## src/rtl/ofs_pkg.sv

```systemverilog
package ofs_pkg;

    typedef enum logic [2:0] {
        ST_RST,
        ST_PAR,
        ST_SER,
        ST_LOAD,
        ST_RUN
    } prog_state_t;

    typedef enum logic [1:0] {
        MD_PRESET,
        MD_PAR,
        MD_SER
    } prog_mode_t;

endpackage

```

## src/rtl/ofs_mode_dec.sv

```systemverilog
module ofs_mode_dec
    import ofs_pkg::*;
#(
    parameter int OFS_W   = 9,
    parameter int PRE_LO  = 8,
    parameter int PRE_MID = 16,
    parameter int PRE_HI  = 64
) (
    input  logic             spm,
    input  logic             fs0,
    input  logic             fs1,
    output prog_mode_t       mode,
    output logic [OFS_W-1:0] preset
);

    always_comb begin
        preset = '0;
        if (!spm) begin
            mode = MD_SER;
        end else if (!fs0 && !fs1) begin
            mode = MD_PAR;
        end else begin
            mode = MD_PRESET;
            case ({fs1, fs0})
                2'b01:   preset = OFS_W'(PRE_LO);
                2'b10:   preset = OFS_W'(PRE_MID);
                default: preset = OFS_W'(PRE_HI);
            endcase
        end
    end

endmodule

```

## src/rtl/ofs_serial_rx.sv

```systemverilog
module ofs_serial_rx #(
    parameter int TOTAL_W = 36,
    localparam int CNT_W  = $clog2(TOTAL_W + 1)
) (
    input  logic               clk,
    input  logic               clr,
    input  logic               shift_en,
    input  logic               sd_in,
    output logic [TOTAL_W-1:0] vec,
    output logic               last_bit
);

    logic [CNT_W-1:0] cnt;

    always_ff @(posedge clk) begin
        if (clr) begin
            vec <= '0;
            cnt <= '0;
        end else if (shift_en) begin
            vec <= {vec[TOTAL_W-2:0], sd_in};
            cnt <= cnt + 1'b1;
        end
    end

    assign last_bit = shift_en && (cnt == CNT_W'(TOTAL_W - 1));

endmodule

```

## src/rtl/ofs_bank.sv

```systemverilog
module ofs_bank #(
    parameter int OFS_W   = 9,
    parameter int NREG    = 4,
    localparam int IDX_W  = $clog2(NREG),
    localparam int FLAT_W = NREG * OFS_W
) (
    input  logic              clk,
    input  logic              clr,
    input  logic              ld_all,
    input  logic [FLAT_W-1:0] all_val,
    input  logic              ld_one,
    input  logic [IDX_W-1:0]  idx,
    input  logic [OFS_W-1:0]  one_val,
    output logic [FLAT_W-1:0] ofs_flat
);

    for (genvar i = 0; i < NREG; i++) begin : g_reg
        localparam int LSB = (NREG - 1 - i) * OFS_W;
        logic [OFS_W-1:0] r;

        always_ff @(posedge clk) begin
            if (clr) begin
                r <= '0;
            end else if (ld_all) begin
                r <= all_val[LSB +: OFS_W];
            end else if (ld_one && idx == IDX_W'(i)) begin
                r <= one_val;
            end
        end

        assign ofs_flat[LSB +: OFS_W] = r;
    end

endmodule

```

## src/rtl/ofs_prog_ctrl.sv

```systemverilog
module ofs_prog_ctrl
    import ofs_pkg::*;
#(
    parameter int OFS_W   = 9,
    parameter int PRE_LO  = 8,
    parameter int PRE_MID = 16,
    parameter int PRE_HI  = 64
) (
    input  logic             clk,
    input  logic             mrst_n,
    input  logic             prog_sel,
    input  logic             fsel0_sd,
    input  logic             fsel1_sen,
    input  logic             wr_en,
    input  logic [OFS_W-1:0] wr_data,
    output logic             wr_ready,
    output logic             fifo2_ready,
    output logic             mem_wr,
    output logic [OFS_W-1:0] ofs_y1,
    output logic [OFS_W-1:0] ofs_x1,
    output logic [OFS_W-1:0] ofs_y2,
    output logic [OFS_W-1:0] ofs_x2,
    output logic             prog_done
);

    localparam int NREG    = 4;
    localparam int IDX_W   = $clog2(NREG);
    localparam int SER_LEN = NREG * OFS_W;

    prog_state_t state, state_nx;
    prog_mode_t  mode;

    logic [2:0]         pins_q;
    logic [OFS_W-1:0]   preset;
    logic [IDX_W-1:0]   par_idx;
    logic               par_take;
    logic               ser_en;
    logic               ser_last;
    logic [SER_LEN-1:0] ser_vec;
    logic               ld_all;
    logic [SER_LEN-1:0] all_val;
    logic [SER_LEN-1:0] ofs_flat;
    logic               done_q;

    // Mode pins are followed while reset is low; the last capture wins.
    always_ff @(posedge clk) begin
        if (!mrst_n) begin
            pins_q <= {prog_sel, fsel1_sen, fsel0_sd};
        end
    end

    ofs_mode_dec #(
        .OFS_W  (OFS_W),
        .PRE_LO (PRE_LO),
        .PRE_MID(PRE_MID),
        .PRE_HI (PRE_HI)
    ) u_dec (
        .spm   (pins_q[2]),
        .fs0   (pins_q[0]),
        .fs1   (pins_q[1]),
        .mode  (mode),
        .preset(preset)
    );

    ofs_serial_rx #(
        .TOTAL_W(SER_LEN)
    ) u_ser (
        .clk     (clk),
        .clr     (!mrst_n),
        .shift_en(ser_en),
        .sd_in   (fsel0_sd),
        .vec     (ser_vec),
        .last_bit(ser_last)
    );

    ofs_bank #(
        .OFS_W(OFS_W),
        .NREG (NREG)
    ) u_bank (
        .clk     (clk),
        .clr     (!mrst_n),
        .ld_all  (ld_all),
        .all_val (all_val),
        .ld_one  (par_take),
        .idx     (par_idx),
        .one_val (wr_data),
        .ofs_flat(ofs_flat)
    );

    // State register
    always_ff @(posedge clk) begin
        if (!mrst_n) begin
            state   <= ST_RST;
            par_idx <= '0;
            done_q  <= 1'b0;
        end else begin
            state   <= state_nx;
            done_q  <= (state != ST_RUN) && (state_nx == ST_RUN);
            if (par_take) begin
                par_idx <= par_idx + 1'b1;
            end
        end
    end

    // Next-state logic
    always_comb begin
        state_nx = state;
        unique case (state)
            ST_RST: begin
                unique case (mode)
                    MD_PRESET: state_nx = ST_RUN;
                    MD_PAR:    state_nx = ST_PAR;
                    default:   state_nx = ST_SER;
                endcase
            end
            ST_PAR:  if (par_take && par_idx == IDX_W'(NREG - 1)) state_nx = ST_RUN;
            ST_SER:  if (ser_last) state_nx = ST_LOAD;
            ST_LOAD: state_nx = ST_RUN;
            ST_RUN:  state_nx = ST_RUN;
            default: state_nx = ST_RST;
        endcase
    end

    // Outputs
    always_comb begin
        wr_ready    = 1'b0;
        fifo2_ready = 1'b0;
        par_take    = 1'b0;
        ser_en      = 1'b0;
        ld_all      = 1'b0;
        all_val     = ser_vec;
        unique case (state)
            ST_RST: begin
                ld_all  = (mode == MD_PRESET);
                all_val = {NREG{preset}};
            end
            ST_PAR: begin
                wr_ready = 1'b1;
                par_take = wr_en;
            end
            ST_SER:  ser_en = !fsel1_sen;
            ST_LOAD: ld_all = 1'b1;
            ST_RUN: begin
                wr_ready    = 1'b1;
                fifo2_ready = 1'b1;
            end
            default: ;
        endcase
        mem_wr    = wr_en && (state == ST_RUN);
        prog_done = done_q;
    end

    assign ofs_y1 = ofs_flat[4*OFS_W-1 -: OFS_W];
    assign ofs_x1 = ofs_flat[3*OFS_W-1 -: OFS_W];
    assign ofs_y2 = ofs_flat[2*OFS_W-1 -: OFS_W];
    assign ofs_x2 = ofs_flat[OFS_W-1   -: OFS_W];

endmodule

```

## config.mk

```make
export PLATFORM = sky130hd
export DESIGN_NAME = ofs_prog_ctrl
export DESIGN_NICKNAME = d
export VERILOG_FILES = /design/src/rtl/ofs_pkg.sv /design/src/rtl/ofs_mode_dec.sv /design/src/rtl/ofs_serial_rx.sv /design/src/rtl/ofs_bank.sv /design/src/rtl/ofs_prog_ctrl.sv
export SDC_FILE = /design/constraint.sdc
export NUM_CORES = 1
export LEC_CHECK = 0
export ABC_CLOCK_PERIOD_IN_PS = 3450
export BUFFER_PORTS_ARGS = -buffer_cell sky130_fd_sc_hd__buf_4
export CAP_MARGIN = 20
export CORE_MARGIN = 8
export CORE_UTILIZATION = 60
export CTS_CLUSTER_DIAMETER = 50
export DETAILED_ROUTE_END_ITERATION = 12
export PLACE_DENSITY = 0.9
export SLEW_MARGIN = 5
export SYNTH_ARGS = -nofsm -noshare
export SYNTH_HDL_FRONTEND = slang
export SYNTH_HIERARCHICAL = 1
export SYNTH_SLANG_ARGS = --single-unit
export TNS_END_PERCENT = 5
```

## constraint.sdc

```tcl
create_clock -name clk -period 3.45 [get_ports clk]
set_clock_uncertainty 0.1 [all_clocks]
set_input_delay 0.345 -clock clk [delete_from_list [all_inputs] [get_ports clk]]
set_output_delay 0.345 -clock clk [all_outputs]
set_load 0.01 [all_outputs]
```

=== Word-level counts from Yosys, hierarchy flattened ===
Cells that the tools add are included.

* Bits in registers: 87
* Output and inout bits: 40
* Logic and storage cells: 68

* Add/subtract/negate cells: 2
* Equal/unequal tests: 13
* Muxes and demuxes: 23
* Reductions and logical operators: 20

{| class="wikitable"
|+ Operators with widths
! operator !! count
|-
| two-way mux 9 bit || 10
|-
| two-way mux 36 bit || 1
|-
| one-hot mux 7 bit (2 select lines) || 1
|-
| one-hot mux 3 bit (4 select lines) || 1
|-
| logical AND 1 bit || 8
|-
| nonzero test 2 bit || 4
|-
| adder 6 x 1 -> 6 bit, second input constant || 1
|-
| == test 2 x 1 -> 1 bit, second input constant || 3
|-
| == test 2 bit, second input constant || 3
|-
| == test 3 x 2 -> 1 bit, second input constant || 2
|-
| == test 3 bit, second input constant || 2
|-
| == test 6 bit, second input constant || 1
|-
| two-way mux 3 bit || 2
|-
| one-hot mux 3 bit (2 select lines) || 1
|-
| two-way mux 1 bit || 5
|-
| zero test 2 bit || 2
|-
| OR reduction 2 bit || 2
|-
| == test 3 x 1 -> 1 bit, second input constant || 1
|-
| zero test 1 bit || 3
|-
| zero test 3 bit || 1
|-
| inequality test 3 bit, second input constant || 1
|-
| adder 2 x 1 -> 2 bit, second input constant || 1
|-
| two-way mux 2 bit || 1
|-
| one-hot mux 1 bit (2 select lines) || 1
|}

=== Longest topological paths before layout ===
Gate-level depths: netlist of the first run.

* Word-level depth: 9
* Gate-level depth with buffers: 9

=== By module ===
The synthesis of the first run kept the hierarchy.

{| class="wikitable"
|+ By module, submodules not included
! module !! times used !! cells an instance !! area an instance (um^2)
|-
| ofs_bank || 1 || 185 || 1823.0
|-
| ofs_serial_rx || 1 || 144 || 1521.5
|-
| ofs_prog_ctrl || 1 || 93 || 798.3
|-
| ofs_mode_dec || 1 || 12 || 90.1
|}

=== Worst setup path before layout of the first run ===
Ideal clock, no wire load.

* Path type: reg2reg
* Start: register pins_q[2]
* End: register u_bank.g_reg[2].r[7]
* Library setup time: 134 ps
* Arrival time: 1844 ps
* Data required time: 3216 ps
* Path slack: 1372 ps
* Cell stages (with the launch flop): 10
* Cell sequence: edfxtp_1 -> nor3b_2 -> nor3_1 -> mux2i_1 -> nor2_1 -> buf_6 -> buf_8 -> mux2_2 -> a21oi_1 -> a211oi_1

* Cells in the longest elaborated chain, start to end: 4

{| class="wikitable"
|+ RTL lines
! what !! RTL line !! text
|-
| start: declaration || ofs_prog_ctrl.sv:33 || <nowiki>logic [2:0] pins_q;</nowiki>
|-
| start signal: assignment || ofs_prog_ctrl.sv:48 || <nowiki>pins_q <= {prog_sel, fsel1_sen, fsel0_sd};</nowiki>
|-
| two-way mux 2 bit * || ofs_mode_dec.sv:18 || <nowiki>if (!spm) begin</nowiki>
|-
| named net mode[0] || ofs_prog_ctrl.sv:31 || <nowiki>prog_mode_t mode;</nowiki>
|-
| zero test 2 bit * || ofs_prog_ctrl.sv:134 || <nowiki>ld_all = (mode == MD_PRESET);</nowiki>
|-
| one-hot mux 1 bit (2 select lines) * || ofs_prog_ctrl.sv:132 || <nowiki>unique case (state)</nowiki>
|-
| named net ld_all || ofs_prog_ctrl.sv:40 || <nowiki>logic ld_all;</nowiki>
|-
| two-way mux 9 bit or nonzero test 2 bit (tied branches) || - ||
|-
| end signal: assignment || ofs_bank.sv:25 || <nowiki>r <= all_val[LSB +: OFS_W];</nowiki>
|-
| end signal: assignment || ofs_bank.sv:27 || <nowiki>r <= one_val;</nowiki>
|-
| end: declaration || ofs_bank.sv:19 || <nowiki>logic [OFS_W-1:0] r;</nowiki>
|}

The timed path passes the listed nets; every way through them passes the cells marked *.
A chain may end at the register's enable or synchronous reset.

=== Worst setup path in the final report of the first run ===
* Start: register pins_q[2]
* End: register u_bank.g_reg[2].r[4]

The elaborated chain is that of the path after synthesis.

==> results of run 1 <==
[worst paths after layout]
kind / startpoint / end / slack [ns] / cells past startpoint
max: pins_q[2] / u_bank/g_reg[2].r[4] / 0.94 / 8
min: prog_sel / pins_q[2] / 0.07 / 1
max reg2reg: pins_q[2] / u_bank/g_reg[2].r[4] / 0.94 / 8
min reg2reg: u_bank/g_reg[3].r[4] / u_bank/g_reg[3].r[4] / 0.40 / 2
[synth_stat cells (2+ instances only)]
cell,number
or3_1,2
buf_4,14
a21o_1,36
a21oi_1,21
buf_6,5
nand2_1,3
and3b_1,2
nand2b_1,3
inv_1,2
a211oi_1,31
xnor2_1,3
a211oi_2,5
ha_1,2
buf_2,10
mux2_2,18
and2_1,10
mux2i_1,57
nand3b_2,2
xor2_1,3
nor2_1,75
nor3_1,13
dfxtp_1,84
o21ai_0,2
clkbuf_1,9
edfxtp_1,3
[power by group]
group	total [W]	internal [W]	switching, W	leakage [nW]
Combinational	0.000603	0.000276	0.000326	1.27
Clock	0.000661	0.000273	0.000388	0.0890
Sequential	0.00113	0.00108	0.0000503	0.714
[layer usage]
layer	vias to the layer above	wire length, microns	global-route usage, %
met5	-	0	0
met1	1619	4630	27.6
met2	136	4920	31.9
met4	0	259	9.30
li1	1602	-	-
met3	25	592	3.67
[through the flow]
step / total power, W / std cells / utilization [%] / hold WS (ns)
2_1_floorplan: 0.00157 / 439 / - / 0.344
3_3_place_gp: 0.00171 / 554 / 66.9 / 0.370
3_5_place_dp: 0.00173 / 554 / 66.9 / 0.393
4_1_cts: 0.00237 / 570 / 69.6 / 0.0612
5_1_grt: 0.00249 / 571 / 70.0 / 0.0590
6_report: 0.00239 / 571 / 70.0 / 0.0691
[worst register-to-register path, delay by kind of cell, from the launching register on]
family	cells	cell delay, ns
AOI/OAI and AO/OA	2	0.21
buffers and inverters	1	0.44
DFF	1	0.43
muxes	2	0.58
and+or+nand+nor	3	0.62
[logic make-up after synthesis]
kind of cell               after synthesis
AOI/OAI and AO/OA                       98
xor gates and xnor gates                 6
adders and majority gates                2
buffers and inverters                   43
DFF                                     87
muxes                                   75
other                                    1
and+or+nand+nor                        122
[cells in the final DEF, fill, tap and decap left out, types with 2 or more instances in the layout]
cell type / instances
a211oi_1: 31
a211oi_2: 5
a21o_1: 36
a21oi_1: 21
and2_1: 10
and3b_1: 2
buf_4: 59
clkbuf_8: 9
clkinv_4: 3
conb_1: 6
dfxtp_1: 84
edfxtp_1: 3
ha_1: 2
mux2_2: 18
mux2i_1: 57
nand2_1: 3
nand2b_1: 3
nand3b_2: 2
nor2_1: 74
nor3_1: 13
o21ai_0: 2
or3_1: 2
xnor2_1: 3
xor2_1: 3
[sequential cells by signal, indices dropped and copies added (netlist names)]
register and cells:
u_ser/cnt 6, u_ser/vec 36, state 3, u_bank/g.r 36, prog_done 1, par_idx 2, pins_q 3
[cell type report]
class	count	area, sq um	area share (%)
multi-input combinational	309	2200	46.3
sequential	87	1770	37.2
timing repair buffer	60	470	9.89
clock buffer	10	128	2.68
tap	96	120	2.52
clock inverter	6	53.8	1.13
inverter	3	11.3	0.237
==> key figures, run 1 <==
Synthesis
  – Synth Area in XOR/XNOR: 1.24%
  – Simple logic cell fraction of the synthesized area: 14.4%
  – Synth area leader: dfxtp_1
  – Post-synthesis compound-gate area fraction: 16.7%
  – Synth cell types: 44
  – Post-synthesis register bit count: 87
  – Register area share after synthesis: 41.9%
  – Netlist Area Pre-Place: 0.00423 sq mm
  – Ys async rst share: 0%
  – Yosys Warn Count: 6
  – Synth Area in Adders: 0.591%
  – Mux contribution to synthesized area: a little under a fifth
  – Top post-synthesis cells by area: dfxtp_1 40%, mux2i_1 13%, nor2_1 6.7%
  – Area share of the largest cell type after synthesis: 39.7%
  – Syn Inst Count: roughly 430
  – Largest family of logic cells by synthesized area: multiplexers
  – Syn Area/Cell: between 9 and 10 sq um
  – Primary FF master, synth: dfxtp_1
  – Number of enable flip-flop cells after synthesis: 3

STA
  – Final worst slack: 0.945 ns
  – Max-slew headroom: a little under three fifths
  – Peak Freq: approximately 0.4 GHz
  – Worst-margin pin slew: around 0.65 ns
  – Ratio of final minimum period to clock period: between 70% and 80%
  – Final setup vio count: 0
  – Final number of max-transition violations: 0
  – Post-Route Setup TNS: 0 ns
  – Fin. Hold Viols: 0
  – Min cycle time layout: 2.51 ns
  – RSZ-0062 raised after global routing: no

Global routing
  – First-pass GRT wire length: 16600 microns
  – Initial antenna violation count: 0
  – Vias in the first global route: 3236
  – GRT Util Overall: roughly a fifth
  – Largest net degree at the start of global routing: 47
  – GRT overflow: 0

Setup path
  – Slowest-stage cell, CP: buf_4
  – Worst Setup Path Type: flip-flop to flip-flop
  – Worst Path Required: between 3 and 4 ns
  – CP Cell Sequence: nor3b_2 > nor3_1 > mux2i_1 > nor2_4 > buf_4 > mux2_2 > a21oi_1 > a211oi_1
  – Delay-heaviest family, CP: simple AND/OR/NAND/NOR gates
  – WP buf/inv: 1
  – Worst setup EP type: flip-flop
  – Critical Path AT: about 2.6 ns
  – Crit path launch type: flip-flop
  – CP max stage delay: roughly 0.44 ns
  – Worst-path maximum fanout: 32

Clocking
  – CTS max path bufs: 2
  – Hold Buf Count CTS: 0
  – H-Tree Depth: 3
  – Worst-skew pair later-pin latency: 0.36 ns
  – CTS Buf Count: 9
  – CTS root buf: clkbuf_8
  – Setup Buffers After CTS: 0
  – CTS resizes: 0
  – CTS Sinks: 87
  – CTS tree: yes
  – Worst-path clk slew: 0.09 ns

Layout
  – Fin nets: 487
  – Area delta synth->final: 12.4%
  – Post-route cell area: 0.00476 sq mm
  – Fillers: 520
  – # diodes: 0
  – Layout cells sized above 1: 22.9%

Placed design
  – GPL Wtd Cong: 0.875
  – Port bufs: 54
  – Dpl ws: 0.979 ns
  – DP Area: ~0.0045 sq mm
  – DP Wirelength: 7130 microns

Drt
  – DRT antenna net count: 0
  – Vias: 3382
  – WL per Instance: ~18 microns
  – Drt initial violations: 341
  – Router iterations before antenna repair: 5
  – Vias/cell: 5.92
  – Final WL: 10400 microns
  – DRC violations left: 0

Pwr
  – VDD IR max: 0.336 mV
  – Pwr dens: 503 mW/mm^2
  – Leak: 2.08 nW

Die
  – Top Ports: 55
  – Core Rows: 30
  – Chip width: around 100 microns
  – Core area: 0.00679 sq mm
  – Die area: 0.0100 sq mm
  – Starting Density: around 62%
  – Die Y: 100 microns

Job
  – Max-Cap Viols: 0

Outcome
  – Status: completed

Min path
  – Hold crit path type: input port to flip-flop
(Power assumes the default switching activity.)
==> run 2: changes to the inputs <==
- ABC_CLOCK_PERIOD_IN_PS: 3450 -> 2100
- CORE_UTILIZATION: 60 -> 52
- PLACE_DENSITY: 0.9 -> 0.84
- clock period: 3.45 -> 2.1 ns (I/O delays scaled with it)
==> run 2 against run 1 <==
Effect of this change:
- core utilization shrank 7.4 points
- critical path depth stayed put
- worst hold slack got worse by 0.021 ns
- routed wire length barely moved
- largest cell class unchanged
- highest routed layer unchanged
==> key figures, run 2 (synthesis gave the netlist of run 1 again) <==
Outcome
  – Status: completed

Pwr
  – Leak: 2.21 nW (+6.2%)
  – VDD IR max: 0.360 mV (+7.1%)
  – Pwr dens: 851 mW/mm^2 (+69%)

Min path
  – Worst Hold Depth: 3 (+2)
  – Hold crit path type: input port to flip-flop

Drt
  – Vias: 3383 (+0.030%)
  – Met3 wire len: 565 microns (-4.6%)
  – DRT antenna net count: 0 (unchanged)
  – Vias/cell: 5.68 (-4.2%)
  – WL per Instance: 17.5 microns (-4.2%)
  – Top Metal Used: met4
  – Met2 wire length: 5080 microns (+3.1%)
  – Router iterations before antenna repair: 4 (-1)
  – DRC violations left: 0 (unchanged)
  – Final WL: 10400 microns (about the same)
  – Wl on met1: 4540 microns (-1.9%)
  – Drt initial violations: 271 (-21%)

Global routing
  – Initial antenna violation count: 0 (unchanged)
  – Vias in the first global route: 3310 (+2.3%)
  – Largest net degree at the start of global routing: 85 (+81%)
  – GRT overflow: 0 (unchanged)
  – GRT Util Overall: 18.5% (-2.3 points)
  – First-pass GRT wire length: 16900 microns (+1.7%)

Setup path
  – Critical path depth: 8 (unchanged)
  – Worst-path maximum fanout: 18 (-44%)
  – Critical Path AT: 2.20 ns (-0.43 ns)
  – Crit path launch type: flip-flop
  – Worst setup EP type: flip-flop
  – WP buf/inv: 2 (+1)
  – Worst Path Required: 2.25 ns (-1.33 ns)
  – CP Cell Sequence: nor3b_2 > nor3_2 > mux2i_1 > nor2_4 > buf_12 > buf_4 > mux2i_1 > a211oi_2
  – Critical path's most frequent cell: mux2i_1
  – Reg2reg path depth: 8 (unchanged)
  – Delay-heaviest family, CP: multiplexers
  – R2R setup slack: 0.04 ns (-0.90 ns)
  – Worst Setup Path Type: flip-flop to flip-flop
  – CP max stage delay: 0.44 ns (about the same)
  – Slowest-stage cell, CP: edfxtp_1

Layout
  – Fin nets: 503 (+3.3%)
  – Area delta synth->final: 19.2%
  – Largest registers: u_bank/g.r (36), u_ser/vec (36), u_ser/cnt (6)
  – Commonest non-fill, non-tap cell in the layout: dfxtp_1
  – # diodes: 0 (unchanged)
  – Layout cells sized above 1: 26.9% (+3.9 points)
  – Commonest non-fill, non-tap cells in the layout: 83 x dfxtp_1, 74 x nor2_1, 66 x buf_4

STA
  – Fin. Hold Viols: 0 (unchanged)
  – Final number of max-transition violations: 0 (unchanged)
  – Peak Freq: 0.486 GHz (+22%)
  – Min cycle time layout: 2.06 ns (-0.447 ns)
  – RSZ-0062 raised after global routing: yes
  – Final worst slack: 0.0416 ns (-0.903 ns)
  – Ratio of final minimum period to clock period: 98.0% (+25 points)
  – Final setup vio count: 0 (unchanged)
  – Hold_ws: 0.0481 ns (-0.0211 ns)

Placed design
  – Dpl ws: -0.111 ns (-1.09 ns)
  – GPL Wtd Cong: 0.852 (-2.7%)
  – Port bufs: 54 (unchanged)
  – DP Wirelength: 7070 microns (-0.76%)

Die
  – Die area: 0.0113 sq mm (+13%)
  – Die Y: 106 microns (+6.2%)
  – Core Rows: 33 (+10%)
  – Chip width: 106 microns (+6.2%)
  – Top Ports: 55 (unchanged)
  – Starting Density: 52.6% (-9.7 points)
  – Core area: 0.00805 sq mm (+19%)

Clocking
  – Worst-path clk slew: 0.10 ns (about the same)
  – CTS max path bufs: 2 (unchanged)
  – H-Tree Depth: 3 (unchanged)
  – CTS root buf: clkbuf_8
  – CTS Sinks: 87 (unchanged)
  – CTS Buf Count: 9 (unchanged)
  – CTS tree: yes
  – Worst-skew pair later-pin latency: 0.36 ns (about the same)

Job
  – Max-Cap Viols: 0 (unchanged)
[run 2: final timing paths]
path                        start                    to
min                        mrst_n              state[1]
min reg2reg  u_bank/g_reg[3].r[2]  u_bank/g_reg[3].r[2]
max reg2reg             pins_q[2]  u_bank/g_reg[0].r[3]
max                     pins_q[2]  u_bank/g_reg[0].r[3]
[run 2: worst register-to-register path: cells and delay by family (launching register included)]
| kind | cells | cell delay (ns) |
|---|---|---|
| and+or+nand+nor | 3 | 0.45 |
| muxes | 2 | 0.48 |
| DFF | 1 | 0.44 |
| buffers and inverters | 2 | 0.35 |
| AOI/OAI and AO/OA | 1 | 0.12 |
[run 2: cell type report]
type / instances / area (sq um)
fillers: 653 / 3010
multi-input cells: 309 / 2240
flip-flops and latches: 87 / 1770
repair buffers: 76 / 657
well taps: 105 / 131
clock buffers: 9 / 124
clock inverters: 7 / 109
inverters: 3 / 11.3
[run 2: report_power, final]
group          total [W]  internal [W]  switching, W
Combinational    0.00109      0.000525      0.000560
Clock            0.00136      0.000699      0.000660
Sequential       0.00185       0.00177     0.0000751
Total            0.00429       0.00300       0.00130
[run 2: repair_timing]
action	CTS	global route
gates resized for setup	4	6
endpoints found under the hold margin	4	0
hold buffers	3	0
pin swaps	0	2
endpoints found under the setup margin	14	32
gates cloned	0	0
buffers inserted	0	2
[run 2: through the flow]
step                      power, W  cells  setup TNS, ns  util (%)  area (sq um)
after detailed placement   0.00292    575         -0.363      58.7          4720
after CTS                  0.00428    594              0      62.1          5000
after global routing       0.00447    596         -0.359      62.6          5040
after global placement     0.00290    575              0      58.7          4720
final                      0.00429    596              0      62.6          5040
after floorplan            0.00258    439              0         -          4250
[run 2: metal layers]
metal,vias up,global-route usage [%]
li1,1630,-
met2,100,30.1
met5,-,0
met1,1634,23.6
met3,19,3.02
met4,0,8.24
